--- config.mk ---
export PLATFORM = sky130hd
export DESIGN_NAME = irq_arbiter_top
export DESIGN_NICKNAME = d
export VERILOG_FILES = /design/src/rtl/irq_arb_pkg.sv /design/src/rtl/irq_src_latch.sv /design/src/rtl/irq_prio_pick.sv /design/src/rtl/irq_svc_stack.sv /design/src/rtl/irq_arbiter_top.sv
export SDC_FILE = /design/constraint.sdc
export NUM_CORES = 1
export LEC_CHECK = 0
export BUFFER_PORTS_ARGS = -buffer_cell sky130_fd_sc_hd__buf_2
export CAP_MARGIN = 20
export CORE_MARGIN = 4
export CORE_UTILIZATION = 45
export CTS_CLUSTER_DIAMETER = 150
export DETAILED_ROUTE_END_ITERATION = 16
export GPL_TIMING_DRIVEN = 0
export PLACE_DENSITY = 0.76
export SYNTH_ARGS = -nofsm -noshare
export SYNTH_HDL_FRONTEND = slang
export SYNTH_SLANG_ARGS = --single-unit
--- constraint.sdc ---
create_clock -name clk -period 2.9 [get_ports clk]
set_input_delay 0.435 -clock clk [delete_from_list [all_inputs] [get_ports clk]]
set_output_delay 0.435 -clock clk [all_outputs]
set_load 0.01 [all_outputs]
--- src/rtl/irq_arb_pkg.sv ---
`timescale 1ns/1ps
package irq_arb_pkg;
    localparam int NSRC = 11;
    localparam int IDW  = $clog2(NSRC);
    localparam int NLVL = 3;
    localparam int LVLW = $clog2(NLVL + 1);
    localparam int VECW = 8;

    localparam logic [VECW-1:0] VEC_BASE = 8'h03;
    localparam logic [VECW-1:0] VEC_STEP = 8'h08;

    localparam logic [LVLW-1:0] LVL_NONE = 2'd0;
    localparam logic [LVLW-1:0] LVL_LOW  = 2'd1;
    localparam logic [LVLW-1:0] LVL_HIGH = 2'd2;
    localparam logic [LVLW-1:0] LVL_TOP  = 2'd3;

    // Index order is also the polling order inside a level.
    typedef enum logic [IDW-1:0] {
        SRC_EX0  = 4'd0,
        SRC_TM0  = 4'd1,
        SRC_EX1  = 4'd2,
        SRC_TM1  = 4'd3,
        SRC_UART = 4'd4,
        SRC_TM2  = 4'd5,
        SRC_PSU  = 4'd6,
        SRC_MEAS = 4'd7,
        SRC_RTC  = 4'd8,
        SRC_SER  = 4'd9,
        SRC_WDOG = 4'd10
    } src_e;

    function automatic logic [VECW-1:0] vec_of(input logic [IDW-1:0] id);
        return VEC_BASE + VEC_STEP * VECW'(id);
    endfunction
endpackage

--- src/rtl/irq_src_latch.sv ---
`timescale 1ns/1ps
module irq_src_latch
    import irq_arb_pkg::*;
#(
    parameter int NEXT = 2
) (
    input  logic            clk,
    input  logic            rst_n,
    input  logic [NEXT-1:0] ext_pin_n,
    input  logic [NEXT-1:0] ext_edge_mode,
    input  logic [NEXT-1:0] ext_wake,
    input  logic            rtc_evt,
    input  logic            ser_evt,
    input  logic            entry_vld,
    input  logic [IDW-1:0]  entry_id,
    output logic [NEXT-1:0] ext_req,
    output logic            rtc_pend,
    output logic            ser_pend
);
    typedef struct packed {
        logic [NEXT-1:0] pin;
        logic [NEXT-1:0] edge_f;
        logic [NEXT-1:0] wake;
        logic            rtc;
        logic            ser;
    } lat_t;

    lat_t q, d;
    logic [NEXT-1:0] ent_v;
    logic [NEXT-1:0] fall_v;
    logic            ent_rtc;
    logic            ent_ser;

    // External sources sit at the even indices 0 and 2.
    always_comb begin
        for (int e = 0; e < NEXT; e++) begin
            ent_v[e]  = entry_vld && (entry_id == IDW'(2 * e));
            fall_v[e] = q.pin[e] && !ext_pin_n[e];
        end
        ent_rtc = entry_vld && (entry_id == SRC_RTC);
        ent_ser = entry_vld && (entry_id == SRC_SER);
    end

    always_comb begin
        d     = q;
        d.pin = ext_pin_n;
        for (int e = 0; e < NEXT; e++) begin
            if (ext_edge_mode[e]) begin
                d.edge_f[e] = (q.edge_f[e] && !ent_v[e]) || fall_v[e];
            end
            d.wake[e] = (q.wake[e] && !ent_v[e]) || ext_wake[e];
        end
        d.rtc = (q.rtc && !ent_rtc) || rtc_evt;
        d.ser = (q.ser && !ent_ser) || ser_evt;
    end

    always_ff @(posedge clk or negedge rst_n) begin
        if (!rst_n) begin
            q.pin    <= '1;
            q.edge_f <= '0;
            q.wake   <= '0;
            q.rtc    <= 1'b0;
            q.ser    <= 1'b0;
        end else begin
            q <= d;
        end
    end

    always_comb begin
        for (int e = 0; e < NEXT; e++) begin
            ext_req[e] = (ext_edge_mode[e] ? q.edge_f[e] : !ext_pin_n[e]) || q.wake[e];
        end
    end

    assign rtc_pend = q.rtc;
    assign ser_pend = q.ser;
endmodule

--- src/rtl/irq_prio_pick.sv ---
`timescale 1ns/1ps
module irq_prio_pick #(
    parameter int N = 11,
    parameter int W = $clog2(N)
) (
    input  logic [N-1:0] req,
    output logic         hit,
    output logic [W-1:0] idx
);
    always_comb begin
        hit = |req;
        idx = '0;
        for (int i = N - 1; i >= 0; i--) begin
            if (req[i]) idx = W'(i);
        end
    end
endmodule

--- src/rtl/irq_svc_stack.sv ---
`timescale 1ns/1ps
module irq_svc_stack #(
    parameter int NL = 3,
    parameter int LW = 2
) (
    input  logic          clk,
    input  logic          rst_n,
    input  logic          push,
    input  logic [LW-1:0] push_lvl,
    input  logic          pop,
    output logic [LW-1:0] svc_lvl
);
    typedef struct packed {
        logic [NL-1:0] act;
    } stk_t;

    stk_t q, d;
    logic [LW-1:0] cur;

    always_comb begin
        cur = '0;
        for (int k = 0; k < NL; k++) begin
            if (q.act[k]) cur = LW'(k + 1);
        end
    end

    always_comb begin
        d = q;
        if (pop && cur != '0) d.act[cur - 1'b1] = 1'b0;
        if (push && push_lvl != '0) d.act[push_lvl - 1'b1] = 1'b1;
    end

    always_ff @(posedge clk or negedge rst_n) begin
        if (!rst_n) q.act <= '0;
        else        q <= d;
    end

    assign svc_lvl = cur;
endmodule

--- src/rtl/irq_arbiter_top.sv ---
`timescale 1ns/1ps
module irq_arbiter_top
    import irq_arb_pkg::*;
(
    input  logic            clk,
    input  logic            rst_n,
    input  logic [1:0]      ext_pin_n,
    input  logic [1:0]      ext_edge_mode,
    input  logic [1:0]      ext_wake,
    input  logic [1:0]      tmr_flag,
    input  logic            uart_tx_flag,
    input  logic            uart_rx_flag,
    input  logic            t2_ovf_flag,
    input  logic            t2_ext_flag,
    input  logic            psu_flag,
    input  logic            meas_flag,
    input  logic            rtc_evt,
    input  logic            ser_evt,
    input  logic            wdog_flag,
    input  logic [NSRC-1:0] src_en,
    input  logic [NSRC-1:0] prio_hi,
    input  logic            glob_en,
    input  logic            ack,
    input  logic            reti,
    output logic            irq_req,
    output logic [VECW-1:0] irq_vec,
    output logic [LVLW-1:0] irq_lvl,
    output logic [LVLW-1:0] svc_lvl,
    output logic [NSRC-1:0] clr_stb
);
    typedef struct packed {
        logic            req;
        logic [IDW-1:0]  id;
        logic [VECW-1:0] vec;
        logic [LVLW-1:0] lvl;
        logic [NSRC-1:0] clr;
    } arb_t;

    arb_t q, d;

    logic            entry;
    logic [1:0]      ext_req;
    logic            rtc_pend;
    logic            ser_pend;
    logic [NSRC-1:0] raw;
    logic [NSRC-1:0] elig;
    logic [LVLW-1:0] src_lvl [NSRC];
    logic [NLVL-1:0] lvl_hit;
    logic [IDW-1:0]  lvl_idx [NLVL];
    logic            win_hit;
    logic [IDW-1:0]  win_id;
    logic [LVLW-1:0] win_lvl;
    logic [NSRC-1:0] clr_mask;

    assign entry = ack && q.req;

    irq_src_latch #(.NEXT(2)) u_latch (
        .clk           (clk),
        .rst_n         (rst_n),
        .ext_pin_n     (ext_pin_n),
        .ext_edge_mode (ext_edge_mode),
        .ext_wake      (ext_wake),
        .rtc_evt       (rtc_evt),
        .ser_evt       (ser_evt),
        .entry_vld     (entry),
        .entry_id      (q.id),
        .ext_req       (ext_req),
        .rtc_pend      (rtc_pend),
        .ser_pend      (ser_pend)
    );

    irq_svc_stack #(.NL(NLVL), .LW(LVLW)) u_stack (
        .clk      (clk),
        .rst_n    (rst_n),
        .push     (entry),
        .push_lvl (q.lvl),
        .pop      (reti),
        .svc_lvl  (svc_lvl)
    );

    // Raw request per source, in index order.
    always_comb begin
        raw           = '0;
        raw[SRC_EX0]  = ext_req[0];
        raw[SRC_TM0]  = tmr_flag[0];
        raw[SRC_EX1]  = ext_req[1];
        raw[SRC_TM1]  = tmr_flag[1];
        raw[SRC_UART] = uart_tx_flag || uart_rx_flag;
        raw[SRC_TM2]  = t2_ovf_flag || t2_ext_flag;
        raw[SRC_PSU]  = psu_flag;
        raw[SRC_MEAS] = meas_flag;
        raw[SRC_RTC]  = rtc_pend;
        raw[SRC_SER]  = ser_pend;
        raw[SRC_WDOG] = wdog_flag;
    end

    // Level per source; the power source is pinned to the top level.
    for (genvar i = 0; i < NSRC; i++) begin : g_lvl_map
        if (i == int'(SRC_PSU)) begin : g_top
            // OR into an all-ones code: the select bit has no effect here.
            assign src_lvl[i] = LVL_TOP | {1'b0, prio_hi[i]};
        end else begin : g_sel
            assign src_lvl[i] = prio_hi[i] ? LVL_HIGH : LVL_LOW;
        end
    end

    always_comb begin
        for (int i = 0; i < NSRC; i++) begin
            elig[i] = raw[i] && src_en[i] && glob_en && (src_lvl[i] > svc_lvl);
        end
    end

    for (genvar L = 0; L < NLVL; L++) begin : g_level
        logic [NSRC-1:0] mask;
        always_comb begin
            for (int i = 0; i < NSRC; i++) begin
                mask[i] = elig[i] && (src_lvl[i] == LVLW'(L + 1));
            end
        end
        irq_prio_pick #(.N(NSRC), .W(IDW)) u_pick (
            .req (mask),
            .hit (lvl_hit[L]),
            .idx (lvl_idx[L])
        );
    end

    always_comb begin
        win_hit = 1'b0;
        win_id  = '0;
        win_lvl = LVL_NONE;
        for (int L = 0; L < NLVL; L++) begin
            if (lvl_hit[L]) begin
                win_hit = 1'b1;
                win_id  = lvl_idx[L];
                win_lvl = LVLW'(L + 1);
            end
        end
    end

    // Which sources receive a hardware clear on entry.
    always_comb begin
        clr_mask = '0;
        case (q.id)
            SRC_EX0:  clr_mask[SRC_EX0] = ext_edge_mode[0];
            SRC_EX1:  clr_mask[SRC_EX1] = ext_edge_mode[1];
            SRC_TM0,
            SRC_TM1,
            SRC_RTC,
            SRC_SER:  clr_mask[q.id] = 1'b1;
            default:  clr_mask = '0;
        endcase
    end

    always_comb begin
        d     = q;
        d.clr = '0;
        if (entry) begin
            d.req = 1'b0;
            d.clr = clr_mask;
        end else begin
            d.req = win_hit;
            d.id  = win_id;
            d.vec = vec_of(win_id);
            d.lvl = win_lvl;
        end
    end

    always_ff @(posedge clk or negedge rst_n) begin
        if (!rst_n) begin
            q.req <= 1'b0;
            q.id  <= '0;
            q.vec <= '0;
            q.lvl <= LVL_NONE;
            q.clr <= '0;
        end else begin
            q <= d;
        end
    end

    assign irq_req = q.req;
    assign irq_vec = q.vec;
    assign irq_lvl = q.lvl;
    assign clr_stb = q.clr;
endmodule

== After elaboration in Yosys (flattened, before gate mapping) ==
Index checks and enable logic that the tools add are counted.

* Input bits: 44
* Logic and storage cells: 243
* Output and inout bits: 24
* Flip-flop bits (word level): 37

* Reduce and logical (&&, ||, !) cells: 104
* Multiplexer cells: 69
* $add $sub $neg: 3
* Equal/unequal tests: 35
* Bitwise logic cells: 3
* Magnitude comparators: 17

{| class="wikitable"
|+ Operators by type and width
! cell !! number
|-
| $mux W4 || 34
|-
| $logic_and A1 B1 Y1 || 81
|-
| $eq A2 B2 Y1 const B || 20
|-
| $mux W2 || 14
|-
| $eq A2 B1 Y1 const B || 10
|-
| $gt A2 B2 Y1 || 10
|-
| $reduce_or A10 Y1 || 2
|-
| $mux W1 || 12
|-
| $mux W11 || 1
|-
| $reduce_or A11 Y1 || 1
|-
| $logic_or A1 B1 Y1 || 10
|-
| $add A2 B7 Y8 const A || 1
|-
| $eq A4 B2 Y1 const B || 2
|-
| $eq A4 B4 Y1 const B || 2
|-
| $mux W8 || 1
|-
| $logic_not A1 Y1 || 6
|-
| $lt A2 B3 Y1 const B || 2
|-
| $mux W3 || 2
|-
| $lt A4 B5 Y1 const B || 1
|-
| $demux W1 S2 || 2
|-
| $demux W1 S4 || 1
|-
| $eq A4 B1 Y1 const B || 1
|-
| $ge A2 B1 Y1 const B || 2
|-
| $ge A4 B1 Y1 const B || 1
|-
| other kinds (9) || 12
|}

== Longest topological paths before layout ==
Gate-level depths: netlist of run 1.

* Depth after elaboration: 20
* Depth in mapped cells: 10
* Depth with buffers taken out: 10

== Hierarchy ==
From an unflattened synthesis of run 1, not the netlist that was laid out.

* Cells, all modules: 254
* Area, all modules: 2348.5 µm²

{| class="wikitable"
|+ Modules (own cells, without submodules)
! module !! area an instance (µm²) !! times used !! sequential area each (µm²) !! cells each
|-
| irq_arbiter_top || 1497.7 || 1 || 475.5 || 150
|-
| irq_src_latch || 367.9 || 1 || 202.7 || 32
|-
| irq_prio_pick || 112.6 || 3 || 0.0 || 19
|-
| irq_svc_stack || 145.1 || 1 || 75.1 || 15
|}

== Least setup slack after synthesis of run 1 ==
OpenSTA, ideal clock, no wires.

* Path type: reg2reg
* Start point: register u_stack.q[1] (netlist bit)
* End point: register q[21] (netlist bit)
* Buffers on the path: 0
* Cell stages (with the launch flop): 10
* Arrival time: 2.877 ns
* Library setup time: 0.126 ns
* Clock period less this slack: 3.003 ns
* Required time: 2.774 ns
* Slack: -0.103 ns
* Cell sequence: dfrtp_1 > o21ai_0 > ha_1 > nor2b_1 > o2111ai_2 > nor3_1 > or2_2 > nor4_4 > nor4b_1 > a221o_1

* Word-level cells in the longest chain between the ends: 17
* Elaborated cells between the ends (all ways): 88
* Those cells by class: order compare (11); mux (33); reduce/logical (44)

{| class="wikitable"
|+ Ends and longest elaborated chain
! element !! RTL line !! text
|-
| from (decl) || irq_svc_stack.sv:17 || <nowiki>stk_t q, d;</nowiki>
|-
| $mux W2 (*) (2 in a row) || irq_svc_stack.sv:23 || <nowiki>if (q.act[k]) cur = LW'(k + 1);</nowiki>
|-
| via svc_lvl[0] || irq_arbiter_top.sv:28 || <nowiki>output logic [LVLW-1:0] svc_lvl,</nowiki>
|-
| $gt A2 B2 Y1 || irq_arbiter_top.sv:109 || <nowiki>elig[i] = raw[i] && src_en[i] && glob_en && (src_lvl[i] > svc_lvl);</nowiki>
|-
| $logic_and A1 B1 Y1 || irq_arbiter_top.sv:109 ||
|-
| $logic_and A1 B1 Y1 || irq_arbiter_top.sv:117 || <nowiki>mask[i] = elig[i] && (src_lvl[i] == LVLW'(L + 1));</nowiki>
|-
| $mux W4 (9 in a row) || irq_prio_pick.sv:14 || <nowiki>if (req[i]) idx = W'(i);</nowiki>
|-
| $mux W4 (2 in a row) || irq_arbiter_top.sv:132 || <nowiki>if (lvl_hit[L]) begin</nowiki>
|-
| $mux W4 (*) || irq_arbiter_top.sv:132 ||
|-
| to (decl) || irq_arbiter_top.sv:39 || <nowiki>arb_t q, d;</nowiki>
|}

Mark *: on every way through the listed nets, which the timed path passes. The rest lies on a longest branch.
A chain may end at the register's enable or synchronous reset.

== Worst setup path after layout of run 1 ==
* Start point: register u_stack.q[1] (netlist bit)
* End point: register q[22] (netlist bit)

* Word-level cells in the longest chain between the ends: 18
* Elaborated cells between the ends (all ways): 91
* Those cells by class: order compare (11); mux (36); reduce/logical (44)

{| class="wikitable"
|+ Ends and longest elaborated chain
! element !! RTL line
|-
| $mux W2 (*) (2 in a row) || irq_svc_stack.sv:23
|-
| $gt A2 B2 Y1 || irq_arbiter_top.sv:109
|-
| $logic_and A1 B1 Y1 || irq_arbiter_top.sv:109
|-
| $logic_and A1 B1 Y1 || irq_arbiter_top.sv:117
|-
| $mux W4 (10 in a row) || irq_prio_pick.sv:14
|-
| $mux W4 (2 in a row) || irq_arbiter_top.sv:132
|-
| $mux W4 (*) || irq_arbiter_top.sv:132
|}

Mark *: on every way between the ends. The rest lies on a longest branch, timed or not.

==> results of run 1 <==
## placed cells by master (no fill, tap or decap), types with 7 or more instances in the layout
cell type	count
nand2b_1	9
conb_1	7
nor2_1	10
nand2_1	15
dfrtp_1	28
inv_1	14
buf_2	64
nor3_1	7
ha_1	20
nor2b_1	11
o21ai_0	12
## area by class of cell
| cell class | count | area share [%] |
|---|---|---|
| multi-input cells | 168 | 47.0 |
| flip-flops and latches | 30 | 29.3 |
| repair buffers | 68 | 14.1 |
| clock buffers | 6 | 3.21 |
| well taps | 52 | 2.53 |
| inverters | 14 | 2.04 |
| plain buffers | 4 | 1.31 |
| clock inverters | 2 | 0.486 |
## layer usage
metal  track usage (%)  vias to the layer above  part of all wire [%]
met2              30.2                       40                    49
met1              22.2                      880                    43
met3              5.07                        9                   5.3
met5                 0                        -                     0
li1                  -                      938                     -
met4              5.73                        0                   1.9
## cells in the mapped netlist (all sizes together) (2+ instances only)
| cell type | number | area [µm²] |
|---|---|---|
| dfrtp | 28 | 701 |
| ha | 20 | 250 |
| nand2 | 15 | 56.3 |
| inv | 14 | 52.6 |
| o21ai | 13 | 65.1 |
| nor2 | 11 | 41.3 |
| nor2b | 11 | 68.8 |
| nand2b | 9 | 56.3 |
| nor3 | 8 | 40.0 |
| o2111ai | 7 | 73.8 |
| o211ai | 7 | 66.3 |
| and3 | 6 | 37.5 |
| a21oi | 5 | 25.0 |
| a31oi | 4 | 25.0 |
| buf | 4 | 33.8 |
| o22ai | 4 | 25.0 |
| or2 | 4 | 25.0 |
| a21boi | 3 | 22.5 |
| a21o | 3 | 22.5 |
| nand3 | 3 | 15.0 |
| nor4 | 3 | 33.8 |
| a211oi | 2 | 25.0 |
| and2 | 2 | 12.5 |
| dfstp | 2 | 52.6 |
| nand3b | 2 | 15.0 |
| nor3b | 2 | 15.0 |
| o211a | 2 | 20.0 |
| o21bai | 2 | 15.0 |
| o22a | 2 | 17.5 |
| o31ai | 2 | 15.0 |
## worst max-delay path, delay by kind of cell, from the launching register on
family | cells | cell delay, ns
buffers and inverters | 1 | 0.17
adders and majority gates | 1 | 0.24
AOI/OAI and AO/OA | 3 | 0.53
and+or+nand+nor | 5 | 1.30
DFF | 1 | 0.44
## power by group
part | internal [mW] | switching, mW
registers | 0.516 | 0.0960
clock network | 0.190 | 0.150
logic | 0.531 | 0.652
## repair_timing
item | in CTS | in global routing
resized for setup | 4 | 1
cloned | 0 | 0
pin swaps | 0 | 2
hold buffers | 0 | 0
buffers inserted | 0 | 4
endpoints found under the setup margin | 7 | 3
## metrics by stage
stage,std cells,instance area [µm²]
global route,344,2570
CTS,340,2520
global placement,332,2410
floorplan,216,2030
finish,344,2570
detailed placement,332,2410
## kinds of logic after synthesis
group,Yosys count,share of synthesized area (%)
AND/OR/NAND/NOR,79,21.9
other,1,0.187
buffers and inverters,18,4.31
AO/OA/AOI/OAI,62,23.5
adder cells (fa/ha/maj),20,12.5
flip-flops,30,37.6
## final timing paths
| check | start | end | slack, ns |
|---|---|---|---|
| worst max-delay path | u_stack.q[1]$_DFF_PN0_ | q[22]$_DFFE_PN0N_ | 0.15 |
| worst min-delay path | rst_n | clr_stb[10]$_DFF_PN0_ | 0.17 |
| worst max register to register | u_stack.q[1]$_DFF_PN0_ | q[22]$_DFFE_PN0N_ | 0.15 |
| worst min register to register | u_stack.q[0]$_DFF_PN0_ | u_stack.q[0]$_DFF_PN0_ | 0.49 |
| max in group asynchronous | rst_n | clr_stb[3]$_DFF_PN0_ | 2.32 |
| min in group clk | ext_pin_n[1] | u_latch.q[7]$_DFF_PN1_ | 0.27 |
## registers in the layout, indices dropped and copies added, names as in the netlist
register          count
irq_vec               1
u_stack.q             3
clr_stb              11
u_latch.q             6
irq_lvl               2
u_latch.ser_pend      1
u_latch.rtc_pend      1
irq_req               1
q                     4
==> metrics, run 1 <==
RSZ-0062 raised after global routing=false; H-tree lvl count=2; slowest CP cell=dfrtp_1; Final Util=59.5%; fin crit period=2.75 ns; Setup TNS=0 ns; fmax=0.364 GHz; Design Power=2.13 mW; Syn Area/Cell=9.54 µm²; share of layout cells above drive strength 1=32.2%; Ys Warns=0; Seq/Total Area, Yosys=37.6%; Worst slew margin=58.1%; Ant. Diodes=0; setup ws final=0.153 ns; grt ovf=0; Post-synth EDFFs=0; RePlAce Congestion=0.793; largest net degree at the start of global routing=31; Worst-path clk slew=0.06 ns; core box area=4320 µm²; Filler cells=410; CTS buffer count=5; Longest Clk Path Bufs=2; Hold Slack=0.171 ns; worst slew pin tran=0.629 ns; ys async rst share=100%; average vias per placed instance=5.43; crit start category=register; PD cells=830 nW/µm²; CP cell instances=nor2_4 -> buf_4 -> ha_1 -> nor2b_1 -> o2111ai_1 -> o31ai_1 -> or2_1 -> or3_1 -> nor4_1 -> o22a_1; clock net sink count=30; die extent in x=74.7 µm; mapped cell area=2000 µm²; Hold Path Class=input pin to asynchronous set/reset pin; clk_lat worst skew=0.28 ns; Synth cell types=46; DRT Pass-1 Iters=4; FF/Latch Area=753 µm²; Critical Path RT=3.11 ns; largest vdd supply drop=0.307 mV; CTS tree=built; Routed WL=4.63 mm; crit path DAT=2.96 ns; root buf cell=clkbuf_8; Worst Setup End Kind=register; die area=5580 µm²; Max-cap violations=0; Die Span Y=74.7 µm; Total GRT Usage=17.9%; I/O pin total=68; Post-route DRC=0; Pins Over Slew Limit=0; first-iteration detailed-routing DRC count=64; final hold vios=0; initial core utilization=46.3%; Area growth syn-to-layout=28.4%; port bufs=64; cells after synthesis=210; total number of vias=1,867; flops & latches, synth=30; status=complete, no violations; HPWL after DPL=3.70 mm; clk_skew=0.00551 ns; initial antenna violation count=0; WS Path Type=register to register; DP Worst Slack=-0.347 ns; crit share post-route=94.7%; first-pass GRT wire length=7.76 mm; vias in the first global route=1,809; Leakage=1.29 nW; final setup vio count=0; antenna-violating nets left=0; nets@finish=355; Reg2Reg Depth=10; area occupied by multi-input gates=1210 µm²; Avg WL per Cell=13.5 µm; max incr delay on CP=0.44 ns; critical-path maximum fanout=7; ys flop type=dfrtp_1; row count=24
Power figures use the tool's default switching activity.
==> inputs of run 2 (changes only) <==
Settings changed: CORE_ASPECT_RATIO set to 0.75, PLACE_DENSITY 0.76 to 0.81.
==> run 2 against run 1 <==
Against the previous run:
- total power up 3.1%
- cell count up 0.87%
- largest cell class unchanged
- sequential share of layout area down 0.18 points
- fmax down 0.54%
- clock-buffer cell count down 1
- via count about the same
- first-iteration DRC count up 72%
- flip-flop and latch count unchanged
- routed wire length up 2.7%
- register-to-register slack about the same
- setup slack worse by 0.015 ns
- critical path type unchanged
- critical path depth up 1
==> metrics, run 2 (synthesized netlist as in run 1, its figures left out) <==
Ant. Diodes=0; Largest register FFs=11; crit path DAT=2.98 ns; row count=20; WS Path Type=register to register; I/O pin total=68; reg2reg start=u_stack.q[2]$_DFF_PN0_; average vias per placed instance=5.38; RePlAce Congestion=0.856; Worst Setup End Kind=register; clk_skew=0.00490 ns; H-tree lvl count=2; root buf cell=clkbuf_8; DRT Pass-1 Iters=4; slowest CP cell=dfrtp_1; fin crit period=2.76 ns; status=complete, no violations; Critical path buffers and inverters=2; Worst-path clk slew=0.06 ns; Critical Path RT=3.12 ns; nets@finish=355; CTS tree=built; leading cell types in the layout, fill and taps excluded=buf_2, dfrtp_1, ha_1, nand2_1, inv_1; CTS buffer count=5; first-pass GRT wire length=7.67 mm; crit share post-route=95.2%; Routed WL=4.76 mm; initial core utilization=47.9%; WP depth=11; die area=5590 µm²; Post-route DRC=0; core box area=4180 µm²; final setup vio count=0; antenna-violating nets left=0; Worst slew margin=57.5%; DP Worst Slack=-0.339 ns; initial antenna violation count=0; PD cells=850 nW/µm²; Final Util=61.9%; CP cell instances=inv_1 -> o21ai_4 -> buf_4 -> ha_1 -> nand2_1 -> o211ai_4 -> o32ai_1 -> or2_1 -> or3_1 -> nor4_1 -> o22a_1; critical-path maximum fanout=4; vias in the first global route=1,787; largest delay contributor family on the critical path=simple AND/OR/NAND/NOR gates; share of layout cells above drive strength 1=32.2%; first-iteration detailed-routing DRC count=110; fmax=0.362 GHz; Longest Clk Path Bufs=2; HPWL after DPL=3.68 mm; port bufs=64; Die Span Y=65.8 µm; Post-Layout Cell Count=347; worst reg2reg endpoint=q[22]$_DFFE_PN0N_; Avg WL per Cell=13.7 µm; Max-cap violations=0; Pins Over Slew Limit=0; Total GRT Usage=17.1%; r2r setup slk=0.14 ns; Hold Path Class=input pin to asynchronous set/reset pin; final hold vios=0; total number of vias=1,866; placed insts=335; grt ovf=0; clk_lat worst skew=0.27 ns; Area growth syn-to-layout=29.2%; largest vdd supply drop=0.408 mV; largest net degree at the start of global routing=31; setup ws final=0.139 ns; max incr delay on CP=0.45 ns; Hold Slack=0.177 ns; Design Power=2.20 mW; crit start category=register; most common cell after layout, fill and taps aside=buf_2; worst slew pin tran=0.637 ns; die extent in x=85.0 µm; Reg2Reg Depth=11; clock net sink count=30; Leakage=1.30 nW; # hold bufs at CTS=0
==> run 2: layout make-up <==
type	instances	area (µm²)
Buffer	4	33.8
Clock buffer	5	68.8
Clock inverter	3	40.0
Fill cell	350	1590
Inverter	14	52.6
Multi-Input combinational cell	169	1220
Sequential cell	30	753
Tap cell	55	68.8
Timing Repair Buffer	67	355
==> run 2: worst max path at each step <==
stage          slack, ns                   start                end
2_1_floorplan       0.16  u_stack.q[1]$_DFF_PN0_  q[21]$_DFFE_PN0N_
3_3_place_gp       -0.30  u_stack.q[2]$_DFF_PN0_  q[21]$_DFFE_PN0N_
3_5_place_dp       -0.34  u_stack.q[1]$_DFF_PN0_  q[21]$_DFFE_PN0N_
4_1_cts             0.04  u_stack.q[1]$_DFF_PN0_  q[21]$_DFFE_PN0N_
5_1_grt            -0.01  u_stack.q[2]$_DFF_PN0_  q[21]$_DFFE_PN0N_
6_report            0.14  u_stack.q[2]$_DFF_PN0_  q[22]$_DFFE_PN0N_
==> run 2: through the flow <==
| stage | instance area (µm²) | setup TNS (ns) |
|---|---|---|
| 3_5_place_dp | 2410 | -1.00 |
| 6_report | 2590 | 0 |
| 5_1_grt | 2590 | -0.0128 |
| 2_1_floorplan | 2030 | 0 |
| 3_3_place_gp | 2410 | -0.865 |
| 4_1_cts | 2530 | 0 |
==> run 2: layer usage <==
metal	part of all wire (%)	vias up	wire length [µm]	track usage, %
met5	0	-	0	0
met4	0.67	0	32	4.55
met3	7.0	6	332	4.86
met2	46	56	2190	26.8
met1	46	871	2210	23.1
li1	-	933	-	-
==> run 2: report_power, final <==
| group | total, mW | internal [mW] | switching (mW) |
|---|---|---|---|
| logic | 1.18 | 0.522 | 0.654 |
| clock network | 0.402 | 0.252 | 0.150 |
| registers | 0.622 | 0.516 | 0.107 |
==> run 2: what timing repair did <==
action | in CTS | in global routing
gates resized for setup | 3 | 2
buffers inserted | 0 | 3
setup endpoints to repair | 6 | 7
pin swaps | 0 | 2
gates cloned | 0 | 1
